--- config.mk ---
export PLATFORM = sky130hd
export DESIGN_NAME = sleep_timer_top
export DESIGN_NICKNAME = d
export VERILOG_FILES = /design/src/rtl/sleep_timer_pkg.sv /design/src/rtl/st_edge_sync.sv /design/src/rtl/st_counter.sv /design/src/rtl/st_compare.sv /design/src/rtl/sleep_timer_top.sv
export SDC_FILE = /design/constraint.sdc
export NUM_CORES = 1
export LEC_CHECK = 0
export ABC_AREA = 0
export BUFFER_PORTS_ARGS = -buffer_cell sky130_fd_sc_hd__buf_4
export CAP_MARGIN = 20
export CORE_MARGIN = 2
export CORE_UTILIZATION = 35
export CTS_CLUSTER_SIZE = 28
export DETAILED_ROUTE_END_ITERATION = 12
export HOLD_SLACK_MARGIN = 0.06
export SLEW_MARGIN = 5
export SYNTH_ARGS = -nofsm -noshare
export SYNTH_HDL_FRONTEND = slang
export SYNTH_HIERARCHICAL = 1
export SYNTH_SLANG_ARGS = --single-unit
--- constraint.sdc ---
create_clock -name clk -period 2.83 [get_ports clk]
set_input_delay 0.566 -clock clk [delete_from_list [all_inputs] [get_ports clk]]
set_output_delay 0.566 -clock clk [all_outputs]
set_load 0.02 [all_outputs]
--- src/rtl/sleep_timer_pkg.sv ---
package sleep_timer_pkg;
    localparam int BYTE_W       = 8;
    localparam int STAT_FLAG_B  = 0;
    localparam int STAT_LEVEL_B = 1;
    localparam int CTRL_EN_B    = 0;
endpackage

--- src/rtl/st_edge_sync.sv ---
module st_edge_sync #(
    parameter int STAGES = 2
) (
    input  logic clk,
    input  logic rst_n,
    input  logic async_in,
    output logic level_o,
    output logic rise_o
);
    logic [STAGES:0] sh_d, sh_q;

    always_comb begin
        sh_d = {sh_q[STAGES-1:0], async_in};
    end

    always_ff @(posedge clk or negedge rst_n) begin
        if (!rst_n) sh_q <= '0;
        else        sh_q <= sh_d;
    end

    assign level_o = sh_q[STAGES-1];
    assign rise_o  = sh_q[STAGES-1] & ~sh_q[STAGES];

    // an edge yields a single-cycle pulse
    a_r3_rise_single: assert property (@(posedge clk) disable iff (!rst_n)
        rise_o |=> !rise_o);
endmodule

--- src/rtl/st_counter.sv ---
module st_counter #(
    parameter int CNT_W = 24
) (
    input  logic             clk,
    input  logic             rst_n,
    input  logic             tick,
    input  logic             snap_req,
    output logic [CNT_W-1:0] cnt_o,
    output logic [CNT_W-1:0] cnt_next_o,
    output logic [CNT_W-1:0] snap_o
);
    typedef struct packed {
        logic [CNT_W-1:0] cnt;
        logic [CNT_W-1:0] snap;
    } cnt_state_t;

    cnt_state_t st_d, st_q;

    always_comb begin
        st_d = st_q;
        if (tick)     st_d.cnt  = st_q.cnt + CNT_W'(1);
        if (snap_req) st_d.snap = st_q.cnt;
    end

    always_ff @(posedge clk or negedge rst_n) begin
        if (!rst_n) st_q <= '0;
        else        st_q <= st_d;
    end

    assign cnt_o      = st_q.cnt;
    assign cnt_next_o = st_d.cnt;
    assign snap_o     = st_q.snap;

    // the count moves only on a detected edge
    a_r2_hold_without_tick: assert property (@(posedge clk) disable iff (!rst_n)
        !tick |=> $stable(st_q.cnt));
    // the snapshot is frozen between low-byte reads
    a_r4_snap_frozen: assert property (@(posedge clk) disable iff (!rst_n)
        !snap_req |=> $stable(st_q.snap));
endmodule

--- src/rtl/st_compare.sv ---
module st_compare
    import sleep_timer_pkg::*;
#(
    parameter int CNT_W = 24,
    parameter int NB    = CNT_W / BYTE_W
) (
    input  logic             clk,
    input  logic             rst_n,
    input  logic             tick,
    input  logic [CNT_W-1:0] cnt_next,
    input  logic [NB-1:0]    byte_we,
    input  logic [7:0]       wdata,
    input  logic             en_we,
    input  logic             stat_we,
    output logic [CNT_W-1:0] cmp_o,
    output logic             flag_o,
    output logic             en_o
);
    typedef struct packed {
        logic [CNT_W-1:0] stage;
        logic [CNT_W-1:0] cmp;
        logic             flag;
        logic             en;
    } cmp_state_t;

    cmp_state_t       st_d, st_q;
    logic [CNT_W-1:0] commit;
    logic             match;

    always_comb begin
        st_d   = st_q;
        commit = st_q.stage;
        commit[CNT_W-BYTE_W +: BYTE_W] = wdata;
        match  = tick && (cnt_next == st_q.cmp);
        for (int i = 0; i < NB - 1; i++) begin
            if (byte_we[i]) st_d.stage[i*BYTE_W +: BYTE_W] = wdata;
        end
        if (byte_we[NB-1]) st_d.cmp = commit;
        if (en_we)         st_d.en  = wdata[CTRL_EN_B];
        if (stat_we && !wdata[STAT_FLAG_B]) st_d.flag = 1'b0;
        if (match)         st_d.flag = 1'b1;
    end

    always_ff @(posedge clk or negedge rst_n) begin
        if (!rst_n) begin
            st_q       <= '0;
            st_q.cmp   <= '1;
        end else begin
            st_q       <= st_d;
        end
    end

    assign cmp_o  = st_q.cmp;
    assign flag_o = st_q.flag;
    assign en_o   = st_q.en;

    // stepping onto the match value sets the flag
    a_r6_match_sets: assert property (@(posedge clk) disable iff (!rst_n)
        (tick && cnt_next == st_q.cmp) |=> st_q.flag);
    // the flag only rises on a count step
    a_r6_rise_on_tick: assert property (@(posedge clk) disable iff (!rst_n)
        $rose(st_q.flag) |-> $past(tick));
    // without a write to status the flag holds
    a_r7_sticky: assert property (@(posedge clk) disable iff (!rst_n)
        (st_q.flag && !stat_we) |=> st_q.flag);
    // the active match value changes only on a top-byte write
    a_r5_commit_only: assert property (@(posedge clk) disable iff (!rst_n)
        !byte_we[NB-1] |=> $stable(st_q.cmp));
endmodule

--- src/rtl/sleep_timer_top.sv ---
module sleep_timer_top
    import sleep_timer_pkg::*;
#(
    parameter int CNT_W       = 24,
    parameter int SYNC_STAGES = 2,
    parameter int ADDR_W      = 3
) (
    input  logic              clk,
    input  logic              rst_n,
    input  logic              slow_clk,
    input  logic              bus_sel,
    input  logic              bus_wr,
    input  logic [ADDR_W-1:0] bus_addr,
    input  logic [7:0]        bus_wdata,
    output logic [7:0]        bus_rdata,
    output logic              irq
);
    localparam int NB     = CNT_W / BYTE_W;
    localparam int A_CMP  = NB;
    localparam int A_CTRL = 2 * NB;
    localparam int A_STAT = 2 * NB + 1;

    logic             lvl, tick, rd_stb, wr_stb, snap_req, en_we, stat_we;
    logic             flag, en;
    logic [NB-1:0]    byte_we;
    logic [CNT_W-1:0] cnt, cnt_next, snap, cmp;
    int               addr_i;

    assign addr_i   = int'(bus_addr);
    assign rd_stb   = bus_sel & ~bus_wr;
    assign wr_stb   = bus_sel & bus_wr;
    assign snap_req = rd_stb && (addr_i == 0);
    assign en_we    = wr_stb && (addr_i == A_CTRL);
    assign stat_we  = wr_stb && (addr_i == A_STAT);

    for (genvar g = 0; g < NB; g++) begin : g_cmp_we
        assign byte_we[g] = wr_stb && (addr_i == A_CMP + g);
    end

    st_edge_sync #(.STAGES(SYNC_STAGES)) u_sync (
        .clk(clk), .rst_n(rst_n), .async_in(slow_clk),
        .level_o(lvl), .rise_o(tick)
    );

    st_counter #(.CNT_W(CNT_W)) u_cnt (
        .clk(clk), .rst_n(rst_n), .tick(tick), .snap_req(snap_req),
        .cnt_o(cnt), .cnt_next_o(cnt_next), .snap_o(snap)
    );

    st_compare #(.CNT_W(CNT_W), .NB(NB)) u_cmp (
        .clk(clk), .rst_n(rst_n), .tick(tick), .cnt_next(cnt_next),
        .byte_we(byte_we), .wdata(bus_wdata), .en_we(en_we),
        .stat_we(stat_we), .cmp_o(cmp), .flag_o(flag), .en_o(en)
    );

    always_comb begin
        bus_rdata = '0;
        for (int i = 0; i < NB; i++) begin
            if (addr_i == i)
                bus_rdata = (i == 0) ? cnt[7:0] : snap[i*BYTE_W +: BYTE_W];
            if (addr_i == A_CMP + i)
                bus_rdata = cmp[i*BYTE_W +: BYTE_W];
        end
        if (addr_i == A_CTRL) bus_rdata[CTRL_EN_B] = en;
        if (addr_i == A_STAT) begin
            bus_rdata[STAT_FLAG_B]  = flag;
            bus_rdata[STAT_LEVEL_B] = lvl;
        end
    end

    assign irq = flag & en;
endmodule

### After elaboration in Yosys (flattened, before gate mapping)

Index checks and enable logic that the tools add are counted.

* bitwise logic cells: 6
* reductions and logical operators: 11
* order comparisons: 0
* divide/modulo/power cells: 0
* add/sub/neg operators: 1
* $mul: 0
* equal/unequal tests: 8
* mux-type cells: 11
* shift-type cells: 0

Operator list (count)
* 8-bit two-way mux: 6
* 32-bit zero test: 1
* 24-bit by 1-bit adder with 24-bit output (second input constant): 1
* 24-bit == test: 1
* 24-bit two-way mux: 1
* 3-bit == test (second input constant): 4
* 1-bit logical AND: 8
* 3-bit by 2-bit == test with 1-bit output (second input constant): 2
* 1-bit AND: 4
* 3-bit by 1-bit == test with 1-bit output (second input constant): 1
* 1-bit two-way mux: 3
* 2-bit two-way mux: 1
* 1-bit NOT: 2
* 2-bit nonzero test: 1
* 1-bit zero test: 1

* word-level logic and storage cells: 45
* bits in latches: 0
* memory bits (writable): 0
* memories kept: 0
* register bits after elaboration: 93
* ROM bits: 0

### Longest topological paths before layout

* depth after elaboration: 9
* mapped depth: 9
* mapped depth without buffers: 9

### Cells and area by module

The synthesis kept the hierarchy.

Modules (own cells, without submodules)
* st_counter: cells an instance 136, area an instance 1945.6 sq um, instances 1, sequential area each 1201.2 sq um
* st_compare: cells an instance 124, area an instance 1841.8 sq um, instances 1, sequential area each 1081.0 sq um
* sleep_timer_top: cells an instance 78, area an instance 556.8 sq um, instances 1, sequential area each 0.0 sq um
* st_edge_sync: cells an instance 4, area an instance 88.8 sq um, instances 1, sequential area each 75.1 sq um

### Worst setup path before layout

No wires, ideal clock.

* path kind: input to output
* start: input bus_addr[0]
* end: output bus_rdata[2]
* path slack: 0.607 ns
* required time: 2.264 ns
* arrival: 1.657 ns
* buffers on the path: 3
* stages: 4
* path through: buf_2 buf_4 buf_2 a221oi_1

* longest elaborated chain between the ends: 7
* elaborated cells on any way between the ends: 12
* classes of those cells: 5 x eq/ne; 6 x mux; 1 x reduce/logical

Ends and longest elaborated chain
* from (decl): RTL line sleep_timer_top.sv:13 `input logic [ADDR_W-1:0] bus_addr,`
* 32-bit zero test: RTL line sleep_timer_top.sv:59 `if (addr_i == i)`
* 8-bit two-way mux: RTL line sleep_timer_top.sv:59
* 8-bit two-way mux: RTL line sleep_timer_top.sv:61 `if (addr_i == A_CMP + i)`
* 8-bit two-way mux: RTL line sleep_timer_top.sv:59
* 8-bit two-way mux: RTL line sleep_timer_top.sv:61
* 8-bit two-way mux: RTL line sleep_timer_top.sv:59
* 8-bit two-way mux (*): RTL line sleep_timer_top.sv:61
* to (decl): RTL line sleep_timer_top.sv:15 `output logic [7:0] bus_rdata,`

Mark *: on every way between the ends. The rest lies on a longest branch, timed or not.

### Worst setup path after layout

* start: register u_sync.sh_q[1]
* end: register u_cmp.st_q (netlist bit u_cmp/flag_o)

* longest elaborated chain between the ends: 5
* elaborated cells on any way between the ends: 6
* classes of those cells: 1 x eq/ne; 2 x mux; 1 x bitwise; 2 x reduce/logical

Ends and longest elaborated chain
* from (decl): RTL line st_edge_sync.sv:10 `logic [STAGES:0] sh_d, sh_q;`
* from (signal assigned): RTL line st_edge_sync.sv:17 `if (!rst_n) sh_q <= '0;`
* from (signal assigned): RTL line st_edge_sync.sv:18 `else sh_q <= sh_d;`
* 1-bit AND (*): RTL line st_edge_sync.sv:22 `assign rise_o = sh_q[STAGES-1] & ~sh_q[STAGES];`
* net tick: RTL line sleep_timer_top.sv:23 `logic lvl, tick, rd_stb, wr_stb, snap_req, en_we, stat_we;`
* 24-bit two-way mux (*): RTL line st_counter.sv:21 `if (tick) st_d.cnt = st_q.cnt + CNT_W'(1);`
* net cnt_next[21]: RTL line sleep_timer_top.sv:26 `logic [CNT_W-1:0] cnt, cnt_next, snap, cmp;`
* 24-bit == test (*): RTL line st_compare.sv:34 `match = tick && (cnt_next == st_q.cmp);`
* 1-bit logical AND (*): RTL line st_compare.sv:34
* 1-bit two-way mux / 2-bit nonzero test (equally long branches)
* to (signal assigned): RTL line st_compare.sv:49 `st_q <= st_d;`
* to (decl): RTL line st_compare.sv:26 `cmp_state_t st_d, st_q;`

Mark *: on every way through the listed nets, which the timed path passes. The rest lies on a longest branch.
A chain may end at the register's enable or synchronous reset.

==> metrics.cfg <==
[setup_path]
crit_chain=nor2b_4 > nand4_1 > nor4_4 > nand4_1 > xnor2_1 > xor2_1 > nor4_1 > nand3_1 > o31ai_1
worst-endpoint-required_ps=3070
critPathSlowestCell=nor4_4
reg2reg_slack_ps=290
critPathKind=reg2reg
critPathMaxStageDelay_ps=430
crit_family=simple AND/OR/NAND/NOR gates
path_max_fanout=7
rr_startpoint=u_sync/sh_q[1]
r2r-end=u_cmp/flag_o
arrival_ps=2790
crit_path_frequent_cell=nand4_1
start_kind=register
r2r_cells=9
path_buf_inv=0
endpoint_kind=register

[clocking]
hold_buffers=0
cts_htree_levels=3
clk_latency_ps=330
post_cts_buffers=0
cts_made_buffers=9
clockBufferDepth=2
cts_resized=0
cts_tree=done
cts_num_sinks=85
clockRootBuffer=clkbuf_16
clk_pin_slew_ps=60

[grt]
grt_first_pass_wirelength_microns=15800
grt_use_total=0.162
grt_pass1_vias=2858
antenna_found_initial=0
grt_max_degree=46
overflow=0

[place]
gp_congestion=0.894
dpl.cell_count=482
place_hpwl_microns=6760
port_buffers=24

[flow_run]
cap_viol_max_count=0

[finish]
multiInputGateArea_sq_um=1900
area.growth.synth_to_final_pct=16.0
fin_cells=501
seqCellArea_sq_um=2160
final.fill_count=1061
drive_above_1_share=0.399
nNetsFinal=370
final_cell_mix=61 x mux2_2, 61 x dfrtp_1, 30 x buf_4, 30 x xor2_1, 24 x dfstp_2
antennaDiodeCount=0

[route]
post-route-drc-count=0
wl_per_cell_microns=18.9
route.antenna.remaining_nets=0
vias=2677
vias_per_cell=5.34
drtIter0Drc=146
firstDrtPassIters=4
wl_microns=9470

[timing]
fin_crit_sh=0.899
worst_pin_slew_ps=665
fin_skew_ps=5.58
rsz0062_at_grt=false
max_freq_mhz=393
final_max_slew_viol_count=0
max_slew_margin=0.556
fin_hold_ws_ps=210
setup-tns-final_ps=0
setup_viol=0
min_period_ps=2540
hold_viol_final=0

[yosys]
yosys_warnings=6
syn_inst=326
synth_nets=343
syn_avg_cell_area_sq_um=12.7
syn_area_sq_um=4140

[floorplanning]
ios=25
die_w_microns=113
die-area_sq_um=12700
core_area_sq_um=11500
row_count=39
start_util=0.361
die_height_microns=113

[pwr]
leakagePower_nw=2.18
power.density_nw_per_um2=731
finalPower_w=0.00351
ir_drop_mv=0.290

[run_status]
status=completed

[worst_hold_path]
hp-class=in2async

## registers in the layout, summed over array words and instances (netlist names)
| register | count |
|---|---|
| u_cmp/cmp_o | 24 |
| u_cmp/commit | 16 |
| u_cmp/en_o | 1 |
| u_cmp/flag_o | 1 |
| u_cnt/cnt_o | 24 |
| u_cnt/snap_o | 16 |
| u_sync/sh_q | 3 |
## power by group
part,switching (W),internal (W)
registers,0.000203,0.00148
logic,0.000310,0.000322
clock network,0.000487,0.000712
total,0.00100,0.00251
## worst register-to-register path, stage by stage, from the launching register on
cell and delay (ps):
dfrtp_1 370, nor2b_4 240, nand4_1 220, nor4_4 430
nand4_1 170, xnor2_1 230, xor2_1 140, nor4_1 340
nand3_1 120, o31ai_1 190
## worst max-delay path by stage
stage,startpoint,to,slack (ps),depth (start not counted)
final,u_sync/sh_q[1],u_cmp/flag_o,290,9
after global placement,u_sync/sh_q[1],u_cmp/flag_o,190,9
after global routing,u_sync/sh_q[1],u_cmp/flag_o,30,9
after CTS,u_sync/sh_q[1],u_cmp/flag_o,170,9
after floorplan,bus_addr[0],bus_rdata[2],610,4
after detailed placement,u_sync/sh_q[1],u_cmp/flag_o,200,9
## area by class of cell
class,instances,share of cell area
Clock inverter,6,0.0146
Timing Repair Buffer,31,0.0510
Inverter,3,0.00234
Multi-Input combinational cell,223,0.396
Sequential cell,85,0.449
Clock buffer,10,0.0497
Tap cell,143,0.0372
## metrics by stage
stage | setup WS [ps] | area (sq um) | util
after global placement | 189 | 4470 | 0.390
final | 286 | 4800 | 0.419
after CTS | 173 | 4780 | 0.417
after floorplan | 607 | 4140 | -
after global routing | 27.0 | 4800 | 0.419
after detailed placement | 196 | 4470 | 0.390
## routing by layer
metal / track usage / routed length, microns
met4: 0.0699 / 182
met3: 0.0257 / 333
met5: 0 / 0
met2: 0.253 / 4490
met1: 0.224 / 4470
No activity file was read; power rests on OpenSTA's default activity.
